==> config.mk <==
export PLATFORM = sky130hd
export DESIGN_NAME = shift_unit
export DESIGN_NICKNAME = d
export VERILOG_FILES = /design/src/rtl/shift_pkg.sv /design/src/rtl/shift_decode.sv /design/src/rtl/shift_barrel.sv /design/src/rtl/shift_out_stage.sv /design/src/rtl/shift_unit.sv
export SDC_FILE = /design/constraint.sdc
export NUM_CORES = 1
export LEC_CHECK = 0
export BUFFER_PORTS_ARGS = -buffer_cell sky130_fd_sc_hd__buf_2
export CORE_MARGIN = 2
export CORE_UTILIZATION = 45
export CTS_BUF_LIST = sky130_fd_sc_hd__clkbuf_8
export DETAILED_ROUTE_END_ITERATION = 8
export PLACE_DENSITY = 0.63
export SYNTH_ARGS = -nofsm -noshare
export SYNTH_HDL_FRONTEND = slang
export SYNTH_SLANG_ARGS = --single-unit
==> constraint.sdc <==
create_clock -name clk -period 3 [get_ports clk]
set_clock_uncertainty 0.05 [all_clocks]
set_input_delay 0.3 -clock clk [delete_from_list [all_inputs] [get_ports clk]]
set_output_delay 0.3 -clock clk [all_outputs]
set_load 0.02 [all_outputs]
==> src/rtl/shift_pkg.sv <==
package shift_pkg;
  localparam int unsigned OPC_W = 5;

  localparam logic [OPC_W-1:0] OPC_SRL = 5'd26;
  localparam logic [OPC_W-1:0] OPC_SRA = 5'd27;
  localparam logic [OPC_W-1:0] OPC_SHL = 5'd28;
  localparam logic [OPC_W-1:0] OPC_ROT = 5'd29;

  typedef enum logic [2:0] {
    MODE_PASS = 3'd0,
    MODE_SRL  = 3'd1,
    MODE_SRA  = 3'd2,
    MODE_SHL  = 3'd3,
    MODE_ROT  = 3'd4
  } shift_mode_e;
endpackage

==> src/rtl/shift_decode.sv <==
module shift_decode
  import shift_pkg::*;
#(
  parameter int unsigned CW = 5
) (
  input  logic [OPC_W-1:0] opcode,
  input  logic [CW-1:0]    imm_cnt,
  input  logic [CW-1:0]    reg_cnt,
  output shift_mode_e      mode,
  output logic [CW-1:0]    amount
);
  // An all-zero count field defers the count to the register operand.
  always_comb begin
    amount = (imm_cnt != '0) ? imm_cnt : reg_cnt;
    unique case (opcode)
      OPC_SRL: mode = MODE_SRL;
      OPC_SRA: mode = MODE_SRA;
      OPC_SHL: mode = MODE_SHL;
      OPC_ROT: mode = MODE_ROT;
      default: mode = MODE_PASS;
    endcase
  end
endmodule

==> src/rtl/shift_barrel.sv <==
module shift_barrel
  import shift_pkg::*;
#(
  parameter int unsigned W  = 32,
  parameter int unsigned CW = $clog2(W)
) (
  input  shift_mode_e    mode,
  input  logic [CW-1:0]  amount,
  input  logic [W-1:0]   operand,
  output logic [W-1:0]   result
);
  logic [W-1:0] stage [0:CW];
  logic         fill;

  assign fill     = (mode == MODE_SRA) ? operand[W-1] : 1'b0;
  assign stage[0] = operand;

  // Stage k moves the word by 2**k places when count bit k is set.
  for (genvar k = 0; k < CW; k++) begin : g_stage
    localparam int unsigned S = 1 << k;
    always_comb begin
      stage[k+1] = stage[k];
      if (amount[k]) begin
        unique case (mode)
          MODE_SRL, MODE_SRA:
            stage[k+1] = {{S{fill}}, stage[k][W-1:S]};
          MODE_SHL:
            stage[k+1] = {stage[k][W-1-S:0], {S{1'b0}}};
          MODE_ROT:
            stage[k+1] = {stage[k][W-1-S:0], stage[k][W-1:W-S]};
          default:
            stage[k+1] = stage[k];
        endcase
      end
    end
  end

  assign result = stage[CW];
endmodule

==> src/rtl/shift_out_stage.sv <==
module shift_out_stage #(
  parameter int unsigned W = 32
) (
  input  logic         clk,
  input  logic         rst_n,
  input  logic         in_valid,
  output logic         in_ready,
  input  logic [W-1:0] in_data,
  output logic         out_valid,
  input  logic         out_ready,
  output logic [W-1:0] out_data
);
  logic take;

  assign in_ready = !out_valid || out_ready;
  assign take     = in_valid && in_ready;

  always_ff @(posedge clk) begin
    if (!rst_n) begin
      out_valid <= 1'b0;
      out_data  <= '0;
    end else if (take) begin
      out_valid <= 1'b1;
      out_data  <= in_data;
    end else if (out_ready) begin
      out_valid <= 1'b0;
    end
  end
endmodule

==> src/rtl/shift_unit.sv <==
module shift_unit
  import shift_pkg::*;
#(
  parameter int unsigned W  = 32,
  parameter int unsigned CW = $clog2(W)
) (
  input  logic             clk,
  input  logic             rst_n,
  input  logic             in_valid,
  output logic             in_ready,
  input  logic [OPC_W-1:0] in_opcode,
  input  logic [CW-1:0]    in_imm_cnt,
  input  logic [W-1:0]     in_operand,
  input  logic [CW-1:0]    in_reg_cnt,
  output logic             out_valid,
  input  logic             out_ready,
  output logic [W-1:0]     out_result
);
  shift_mode_e   mode;
  logic [CW-1:0] amount;
  logic [W-1:0]  shifted;

  shift_decode #(.CW(CW)) u_decode (
    .opcode  (in_opcode),
    .imm_cnt (in_imm_cnt),
    .reg_cnt (in_reg_cnt),
    .mode    (mode),
    .amount  (amount)
  );

  shift_barrel #(.W(W), .CW(CW)) u_barrel (
    .mode    (mode),
    .amount  (amount),
    .operand (in_operand),
    .result  (shifted)
  );

  shift_out_stage #(.W(W)) u_out (
    .clk       (clk),
    .rst_n     (rst_n),
    .in_valid  (in_valid),
    .in_ready  (in_ready),
    .in_data   (shifted),
    .out_valid (out_valid),
    .out_ready (out_ready),
    .out_data  (out_result)
  );
endmodule

# ---- Word level (Yosys, flattened, before mapping)
# Index checks and enable logic that the tools add are counted.
dict set report word_totals {
  reg_bits 33
  input_bits 51
  out_inout_bits 34
  elab_cells 31
}
dict set report classes {
  n_eq_ne 8
  mux 15
  reduce_logical 6
}
# cell n
set ops {}
lappend ops {{$pmux 32 s3} 5}
lappend ops {{$mux 32} 5}
lappend ops {{$eq 5x5->1 const B} 4}
lappend ops {{$pmux 3 s4} 1}
lappend ops {{$eq 3x2->1 const B} 2}
lappend ops {{$mux 5} 1}
lappend ops {{$reduce_bool 5->1} 1}
lappend ops {{$eq 3x1->1 const B} 1}
lappend ops {{$eq 3x3->1 const B} 1}
lappend ops {{$mux 1} 3}
lappend ops {{$reduce_bool 2->1} 1}
lappend ops {{$reduce_or 2->1} 1}
lappend ops {{$logic_and 1x1->1} 1}
lappend ops {{$logic_not 1->1} 1}
lappend ops {{$logic_or 1x1->1} 1}

# ---- Depth between registers and ports, before layout
dict set report logic_depth {
  depth_word 14
  mapped_depth 13
  depth_no_buf 9
}

# ---- By module
# Synthesis repeated with hierarchy kept, for this count alone.
dict set report hier_totals {
  hier_cells 967
  area_unflattened_um2 6927.9
}
# mod instances cells_per_inst area_per_inst_um2
set by_module_without_submodules {}
lappend by_module_without_submodules {shift_barrel 1 803 5449.0}
lappend by_module_without_submodules {shift_out_stage 1 144 1357.6}
lappend by_module_without_submodules {shift_decode 1 20 121.4}

# ---- Worst setup path after synthesis
# Ideal clock, no wire load.
dict set report synth_timing {
  path_kind {input to register}
  from {input port in_imm_cnt[0]}
  to {register u_out.out_data[14]}
  setup_time_ns 0.123
  t_arrival_ns 2.356
  t_required_ns 2.827
  slack_ns 0.471
  stages 11
  n_path_buf 2
  path_cell_list {buf_2 > and3_1 > a31oi_4 > buf_4 > o2111ai_1 > o32ai_2 > o22ai_1 > a211oi_1 > a21oi_1 > a221oi_1 > nor2_1}
}
dict set report synth_between {
  elab_chain_cells 11
}
# element line_no
set synth_rtl {}
lappend synth_rtl {{start, declared} shift_unit.sv:12} ;# input logic [CW-1:0] in_imm_cnt,
lappend synth_rtl {{$reduce_bool 5->1} shift_decode.sv:14} ;# amount = (imm_cnt != '0) ? imm_cnt : reg_cnt;
lappend synth_rtl {{$mux 5 *} shift_decode.sv:14}
lappend synth_rtl {{$mux 32} shift_barrel.sv:23} ;# if (amount[k]) begin
lappend synth_rtl {{$pmux 32 s3} shift_barrel.sv:24} ;# unique case (mode)
lappend synth_rtl {{$mux 32} shift_barrel.sv:23}
lappend synth_rtl {{$pmux 32 s3} shift_barrel.sv:24}
lappend synth_rtl {{$mux 32} shift_barrel.sv:23}
lappend synth_rtl {{$pmux 32 s3} shift_barrel.sv:24}
lappend synth_rtl {{$mux 32} shift_barrel.sv:23}
lappend synth_rtl {{$pmux 32 s3} shift_barrel.sv:24}
lappend synth_rtl {{$mux 32 *} shift_barrel.sv:23}
lappend synth_rtl {{end signal, assigned} shift_out_stage.sv:24} ;# out_data <= in_data;
lappend synth_rtl {{end, declared} shift_out_stage.sv:11} ;# output logic [W-1:0] out_data
# Mark *: on every way between the ends. The rest lies on a longest branch, timed or not.
# A chain may end at the register's enable or synchronous reset.

# ---- Worst setup path after layout
dict set report layout_timing {
  from {input port in_imm_cnt[4]}
  to {register u_out.out_data[25]}
}
# The elaborated chain is that of the path after synthesis.

==> metrics.md <==
| Metric | Value |
|---|---|
| GRT Overall Usage | `0.402` |
| Core ar. | `between 10000 and 15000 µm²` |
| Post-DP HPWL | `22600 µm` |
| Synth async-reset ratio | `0` |
| Drt pass-1 iters | `6` |
| Xor/xnor share of the synthesized area | `0.00149` |
| Placer Congestion | `around 1` |
| Max_cap viols | `0` |
| Peak VDD IR | `approximately 0.00019 V` |
| Area leader, netlist | `dfxtp_1` |
| Synthesized flop and latch total | `33` |
| Synthesis-to-finish area growth | `35.8%` |
| Avg Synthesized Cell Area | `6.64 µm²` |
| Fraction of layout cells with a size suffix above 1 | `0.330` |
| Layout net count | `between 1000 and 1500` |
| Crit path capture type | `flip-flop` |
| Final core utilization | `0.629` |
| Yosys warning total | `0` |
| Via/cell ratio | `6.87` |
| Global-route wire length before repair | `approximately 45000 µm` |
| Worst-margin pin slew | `between 0.6 and 0.7 ns` |
| Post-synthesis mux area share | `0.0292` |
| Total grt overflow | `0` |
| CTS Sinks | `33` |
| Post-Synth Adder-Cell Area | `0` |
| Number of global-route vias before repair | `slightly above 8000` |
| Synth top area cells | `dfxtp_1, o21ai_0, nor2_1` |
| Status | `finished clean` |
| Largest fanout on the critical path | `15` |
| Yosys cell types | `between 70 and 80` |
| TritonCTS Buffers | `5` |
| RSZ-0062 raised after global routing | `no` |
| Tmin final | `2.93 ns` |
| Post-synth EDFFs | `0` |
| Final hold vios | `0` |
| Die Y | `between 100 and 150 µm` |
| Top cell type's share of synthesized area | `0.113` |
| Largest net degree at the start of global routing | `35` |
| Worst Path Required | `~3.2 ns` |
| Syn_nets | `approximately 930` |
| Post-place setup slack | `-0.284 ns` |
| Initial antenna violation count | `0` |
| Rel. slew slack | `0.570` |
| Ports | `between 80 and 90` |
| CTS Buffer Depth | `2` |
| Power Dens Cells | `about 260 nW/µm²` |
| Finish-stage setup viols | `0` |
| Max Clk Rate | `roughly 340 MHz` |
| Cells after Synth | `about 880` |
| HP Start | `in_valid` |
| Main combinational cell family by area after synthesis | `compound AO/OA/AOI/OAI gates` |
| Drt wl/cell | `22.6 µm` |
| Most frequent cells after synthesis | `nor2_1, o21ai_0, nand2_1, nor3_1, a21oi_1` |
| Crit path from | `in_imm_cnt[4]` |
| Die area | `between 10000 and 15000 µm²` |
| CP arrival | `3.10 ns` |
| TNS Setup | `0 ns` |
| Post-Synth Simple-Gate Area | `0.232` |
| Sequential fraction of the synthesis area | `0.113` |
| Initial Util | `0.463` |
| Final wirelength | `around 29000 µm` |
| Worst setup margin | `just over 0.07 ns` |
| Clock slew at reported path FFs | `~0.08 ns` |
| Chip width | `between 100 and 150 µm` |
| Critical path class | `in2reg` |
| Top FF cell, synth | `dfxtp_1` |
| Antenna Cells | `0` |
| Max-slew violation count | `0` |
| Leakage power | `~0.0032 µW` |
| Setup crit start kind | `input pin` |
| CTS root buffer | `clkbuf_8` |
| Compound-Gate Fraction of Synth Area | `0.534` |
| Reg2Reg Launch Point | `u_out.out_valid` |
| Crit share post-route | `0.976` |
| Most common cell in the netlist | `nor2_1` |
| Htree depth | `2` |
| Port Buf Inserts | `84` |
| HP Class | `in2reg` |
| Initial drt markers | `between 1500 and 2000` |
| CTS tree | `built` |
| Row cnt | `41` |
| Post-DRT Antenna Nets | `0` |
| Remaining DRCs | `0` |
| Worst skew pair latency | `~0.3 ns` |
| Routed vias | `approximately 8800` |
| Mapped Area | `~5900 µm²` |
| CTS Hold Bufs | `0` |
kinds of logic (layout without fill, tap and decap cells):
kind of cell,Yosys count,after routing
flops,33,33
simple gates,293,293
compound gates,432,432
xor+xnor,1,1
buf+inv,107,327
mux,17,17
routing by layer:
metal	vias to the layer above	wire, µm	track usage
li1	3939	-	-
met1	4063	11600	0.543
met2	659	12600	0.632
met3	92	3440	0.0869
met4	0	1070	0.138
met5	-	0	0
critical path, stage by stage:
cell and delay, ns:
buf_2 0.10, buf_4 0.14, nor3_4 0.27, a31oi_4 0.20
buf_4 0.24, o211ai_1 0.19, buf_4 0.17, nor2_1 0.07
nor3_1 0.31, buf_4 0.18, nor2_1 0.06, a222oi_1 0.32
buf_4 0.18, o21ai_0 0.16, o21ai_1 0.18
state kept, by name (all words and copies together) (netlist names):
name,count
u_out.out_data,32
u_out.out_valid,1
placed cells by master (no fill, tap or decap), types with 5 or more instances in the layout:
master / n
o221ai_1: 14
mux2i_1: 16
a21o_1: 6
nand2_1: 76
and2_1: 5
a211oi_2: 6
a22oi_1: 40
nand3_1: 12
o21ai_1: 7
a31oi_1: 13
buf_2: 84
o2111ai_1: 6
o22ai_1: 14
buf_4: 212
and3_1: 6
o32ai_1: 6
a211oi_1: 43
dfxtp_1: 33
nor2_1: 98
o31ai_1: 12
a21oi_1: 54
a221oi_1: 21
o21ai_0: 85
o211ai_1: 36
buf_12: 10
o221ai_2: 5
clkbuf_8: 5
nor3_1: 56
inv_1: 12
path summary, 6_finish.rpt:
kind / to / slack (ns) / cells past startpoint
setup reg to reg: u_out.out_data[16] / 0.92 / 6
setup / recovery: u_out.out_data[25] / 0.07 / 15
hold / removal: u_out.out_valid / 0.22 / 3
hold reg to reg: u_out.out_data[4] / 0.38 / 2
what timing repair did:
item / CTS / global route
gates resized for setup: 1 / 8
setup endpoints to repair: 1 / 11
pin swaps: 0 / 1
buffers inserted: 0 / 1
stage by stage:
stage / instances / hold WS [ns] / instance area, µm² / total power, µW
after floorplan: 883 / 0.389 / 5860 / 1130
after global placement: 1266 / 0.380 / 7820 / 1670
after detailed placement: 1266 / 0.376 / 7820 / 1670
after CTS: 1274 / 0.221 / 7910 / 2010
after global routing: 1275 / 0.221 / 7960 / 2160
final: 1275 / 0.224 / 7960 / 2060
report_power, final:
group | switching [µW] | internal [µW] | total (µW)
Sequential | 23.7 | 480 | 504
Combinational | 723 | 488 | 1210
Clock | 181 | 160 | 341
Total | 927 | 1130 | 2060
cell type report:
cell class                      instances  area [µm²]
Tap cell                              172         215
Multi-Input combinational cell        743        4740
Timing Repair Buffer                  306        2210
Inverter                               13        48.8
Sequential cell                        33         661
Clock buffer                            5        68.8
Clock inverter                          3        17.5
Fill cell                            1295        4710
Power figures use the tool's default switching activity.
